## src/rtl/clkofs_corrector.sv

```systemverilog
module clkofs_corrector #(
  parameter int MAG_W   = 7,
  parameter int MINUTES = 60,
  parameter int SEC_W   = 6,
  parameter int MIN_W   = $clog2(MINUTES)
) (
  input  logic             clk,
  input  logic             rst_n,
  input  logic [MAG_W:0]   ofs_code,
  input  logic             hour_odd,
  input  logic [MIN_W-1:0] minute,
  input  logic [SEC_W-1:0] second,
  input  logic             tick_in,
  output logic             tick_out
);

  localparam int LAST       = MINUTES - 1;
  localparam int CW         = (MAG_W > MIN_W ? MAG_W : MIN_W) + 1;
  localparam int MAX_BUDGET = (2**(MAG_W-1) > LAST) ? 2**(MAG_W-1) - LAST : 1;

  logic             sec0, sec0_q, start, new_hour;
  logic [MAG_W:0]   act_code, eff_code;
  logic             act_odd, eff_odd;
  logic             coarse, neg, active;
  logic [MAG_W-1:0] mag;
  logic [CW-1:0]    mag_w, min_w, load_cnt, budget;
  logic             dir_neg, extra_q, corr;

  assign sec0     = (second == '0);
  assign start    = sec0 && !sec0_q;
  assign new_hour = start && (minute == '0);

  assign eff_code = new_hour ? ofs_code : act_code;
  assign eff_odd  = new_hour ? hour_odd : act_odd;
  assign coarse   = eff_code[MAG_W];
  assign neg      = eff_code[MAG_W-1];
  assign active   = coarse || !eff_odd;
  assign mag      = neg ? (~eff_code[MAG_W-1:0] + MAG_W'(1)) : eff_code[MAG_W-1:0];
  assign mag_w    = CW'(mag);
  assign min_w    = CW'(minute);

  always_comb begin
    if (!active)
      load_cnt = '0;
    else if (min_w == CW'(LAST))
      load_cnt = (mag_w > CW'(LAST)) ? mag_w - CW'(LAST) : '0;
    else
      load_cnt = (mag_w > min_w) ? CW'(1) : '0;
  end

  assign corr     = sec0 && !start && tick_in && (budget != '0);
  assign tick_out = (tick_in && !(corr && dir_neg)) || extra_q;

  always_ff @(posedge clk) begin
    if (!rst_n) begin
      sec0_q   <= 1'b1;
      act_code <= '0;
      act_odd  <= 1'b0;
      budget   <= '0;
      dir_neg  <= 1'b0;
      extra_q  <= 1'b0;
    end else begin
      sec0_q  <= sec0;
      extra_q <= corr && !dir_neg;
      if (new_hour) begin
        act_code <= ofs_code;
        act_odd  <= hour_odd;
      end
      if (start) begin
        budget  <= load_cnt;
        dir_neg <= neg;
      end else if (!sec0) begin
        budget  <= '0;
      end else if (corr) begin
        budget  <= budget - CW'(1);
      end
    end
  end

  assert_tick_spacing_R6: assert property (@(posedge clk) disable iff (!rst_n)
    tick_in |=> !tick_in);

  assert_extra_follows_tick_R6: assert property (@(posedge clk) disable iff (!rst_n)
    extra_q |-> ($past(tick_in) && !dir_neg));

  assert_drop_only_negative_R7: assert property (@(posedge clk) disable iff (!rst_n)
    (tick_in && !tick_out) |-> (dir_neg && sec0));

  assert_passthru_R8: assert property (@(posedge clk) disable iff (!rst_n)
    (!sec0 && !sec0_q) |-> (tick_out == tick_in));

  assert_budget_bound_R5: assert property (@(posedge clk) disable iff (!rst_n)
    budget <= CW'(MAX_BUDGET));

  assert_budget_no_reload_R4: assert property (@(posedge clk) disable iff (!rst_n)
    !start |=> (budget <= $past(budget)));

  assert_capture_hold_R9: assert property (@(posedge clk) disable iff (!rst_n)
    !new_hour |=> ($stable(act_code) && $stable(act_odd)));

endmodule

```

## config.mk

```make
export PLATFORM = sky130hd
export DESIGN_NAME = clkofs_corrector
export DESIGN_NICKNAME = d
export VERILOG_FILES = /design/src/rtl/clkofs_corrector.sv
export SDC_FILE = /design/constraint.sdc
export NUM_CORES = 1
export LEC_CHECK = 0
export ABC_CLOCK_PERIOD_IN_PS = 2050
export CELL_PAD_IN_SITES_DETAIL_PLACEMENT = 1
export CELL_PAD_IN_SITES_GLOBAL_PLACEMENT = 2
export CORE_ASPECT_RATIO = 0.8
export CORE_MARGIN = 5
export CORE_UTILIZATION = 28
export DETAILED_ROUTE_END_ITERATION = 6
export GPL_TIMING_DRIVEN = 0
export PLACE_DENSITY_LB_ADDON = 0.3
export SYNTH_ARGS = -nofsm -noshare
export SYNTH_HDL_FRONTEND = slang
export SYNTH_SLANG_ARGS = --single-unit
```

## constraint.sdc

```tcl
create_clock -name clk -period 2.05 [get_ports clk]
set_input_delay 0.205 -clock clk [delete_from_list [all_inputs] [get_ports clk]]
set_output_delay 0.205 -clock clk [all_outputs]
set_load 0.01 [all_outputs]
```

==> impl_metrics.ini <==
[status]
status = finished with violations
violations = negative setup slack

[layout]
final_layout_size_suffix_gt1_frac = 0.218
final_nets = 238
final_common_cell = dfxtp_1
finalInstanceArea_mm2 = 0.00202
final_cell_mix = dfxtp_1, xor2_1, nand2_1, buf_4
fillers = 595
n_antenna_cell = 0
area_growth_pct = 40.1

[clock_network]
cts_made_buffers = 3
cts.clk_slew.worst_paths_ns = 0.08
postCtsHoldBufs = 0
cts_sinks = 20
root_buffer = clkbuf_8
clk_path_buf_depth = 2
htreeDepth = 1
cts_tree = done
clk_latency_ns = 0.26

[detailed_routing]
first_pass_iters = 4
drt_first_iter_violations = 37
vias = 1307
avgRoutedWirePerCell_um = 14.6
vias_per_cell = 4.88
routed_wl_mm = 3.91
ant_nets = 0
drc = 0

[timing]
fmax_ghz = 0.437
timing.final.ws_setup_ns = -0.236
tightest_slew_ns = 0.411
rsz0062_at_grt = true
setup_viol = 1
worst_slew_margin_rel = 0.726
period_share = 1.12
clock-skew-final_ns = 0.00297
slew_violations = 0
fin_crit_ns = 2.29
finalHoldViolCount = 0
tns_ns = -0.236
whs_ns = 0.413

[worst_setup_path]
cp_num_buf_inv = 0
endpoint_kind = flip-flop
crit_type = reg -> reg
worstRegToRegCells = 10
path_cells = or3_4, o31ai_4, xor2_1, mux2i_2, ha_1, and3_4, nand4_1, o211ai_1, a31o_1, a21oi_2
cp_max_fo = 3
cp.arrival_ns = 2.44
critical_path_depth = 10
critPathRequiredTime_ns = 2.21
worst_path_max_delay_cell = or3_4
slowest_delay_ns = 0.41
start_kind = flip-flop
cp_top_family = simple AND/OR/NAND/NOR gates

[pwr]
leakage_nw = 0.870
max-vdd-ir-drop_mv = 0.217
power_density_mw_per_mm2 = 450
p_total_w = 0.000910

[synth]
synth_edf_count = 0
syn_area_mm2 = 0.00144
synthTopCellsByArea = dfxtp_1, mux2i_1, xor2_1
yosysWarnings = 0
synth_top_cell_by_area = dfxtp_1
synth_top_area_frac = 0.278
synthArstFlopShare = 0
synth-seq-area-share = 0.278
synth_cell_types = 44
synthesis.nets = 197
ys_seq_elements = 20
syn_inst = 166
syn_avg_cell_area_um2 = 8.69
ys.flop_type = dfxtp_1

[hold_path]
hold_depth = 3
holdCritPathClass = in -> reg

[floorplanning]
fp.dieH_um = 74.2
dieArea_mm2 = 0.00670
ios = 25
initial_core_util = 0.288
num_rows = 23
coreArea_mm2 = 0.00501
die_width_um = 90.3

[global_routing]
grt_pass1_wl_mm = 6.83
antenna_found_initial = 0
grt_usage = 0.128
grt-ovfl-total = 0
grt_pass1_vias = 1377
grt_max_degree = 13

[placement]
dpl_cell_area_mm2 = 0.00178
io_buffers = 24
dp_hpwl_mm = 3.05
dp_worst_setup_slack_ns = -0.877
gp_congestion = 0.710

[flow_run]
max-cap-violations = 0
## logic make-up after synthesis
logic type | after synthesis | synth area share
mux | 15 | 0.115
flops | 20 | 0.278
fa+ha+maj | 8 | 0.0676
xor+xnor | 16 | 0.0971
buf+inv | 11 | 0.0347
simple gates | 66 | 0.271
compound gates | 30 | 0.137
## power by group
part,total (W),internal [W],switching (W)
clock,0.000405,0.000261,0.000144
combinational,0.000116,0.0000591,0.0000568
sequential,0.000389,0.000388,0.00000134
total,0.000910,0.000708,0.000202
## sequential cells by signal, summed over array words and instances, names as in the netlist
signal and count:
dir_neg 1, extra_q 1, act_odd 1, act_code 8, sec0_q 1, budget 8
## routing by layer
metal  vias up  GRT usage  share of wire
met5         -          0              0
met4         0     0.0347          0.011
met3         4     0.0324          0.034
met2        16      0.222           0.47
met1       618      0.159           0.49
li1        669          -              -
## synthesized netlist by cell type (2+ instances only)
master    number
nor4_1         2
xnor2_1        3
nor2b_1       10
inv_1          8
dfxtp_1       20
xor2_1        13
o211ai_1       2
a21oi_1        7
ha_1           7
nor3_1         6
a21o_1         3
and2_1         2
nand4_1        2
o31ai_2        2
nand3_1        4
nand2_1       11
mux2i_1       13
o21ai_0        9
or3_1          3
a21oi_2        2
nand2b_1       5
nor2_1        10
## final cells by class
cell class,count,area (µm²),area share
Multi-Input combinational cell,135,1090,0.539
Inverter,8,30.0,0.0149
Tap cell,62,77.6,0.0384
Sequential cell,20,405,0.201
Clock inverter,1,30.0,0.0149
Timing Repair Buffer,36,328,0.162
Buffer,3,20.0,0.00991
Clock buffer,3,41.3,0.0204
## timing repair
item,CTS,global route
hold endpoints to repair,0,0
buffers inserted,7,5
resized for setup,30,11
pin swaps,14,12
endpoints found under the setup margin,4,6
## metrics by stage
step / util / instances
2_1_floorplan: - / 166
3_3_place_gp: 0.355 / 252
3_5_place_dp: 0.355 / 252
4_1_cts: 0.393 / 263
5_1_grt: 0.404 / 268
6_report: 0.404 / 268
## worst register-to-register path: stages (launching register included)
cell and delay [ns]:
dfxtp_2 0.33, or3_4 0.41, o31ai_4 0.18, xor2_1 0.19, mux2i_2 0.11, ha_1 0.32, and3_4 0.18, nand4_1 0.07
o211ai_1 0.18, a31o_1 0.15, a21oi_2 0.06
## worst paths after layout
path | from | end | slack, ns
worst max-delay path | act_code[2] | budget[0] | -0.24
worst min register to register | dir_neg | extra_q | 0.48
worst min-delay path | ofs_code[2] | act_code[2] | 0.41
worst max register to register | act_code[2] | budget[0] | -0.24
(Power assumes the default switching activity.)
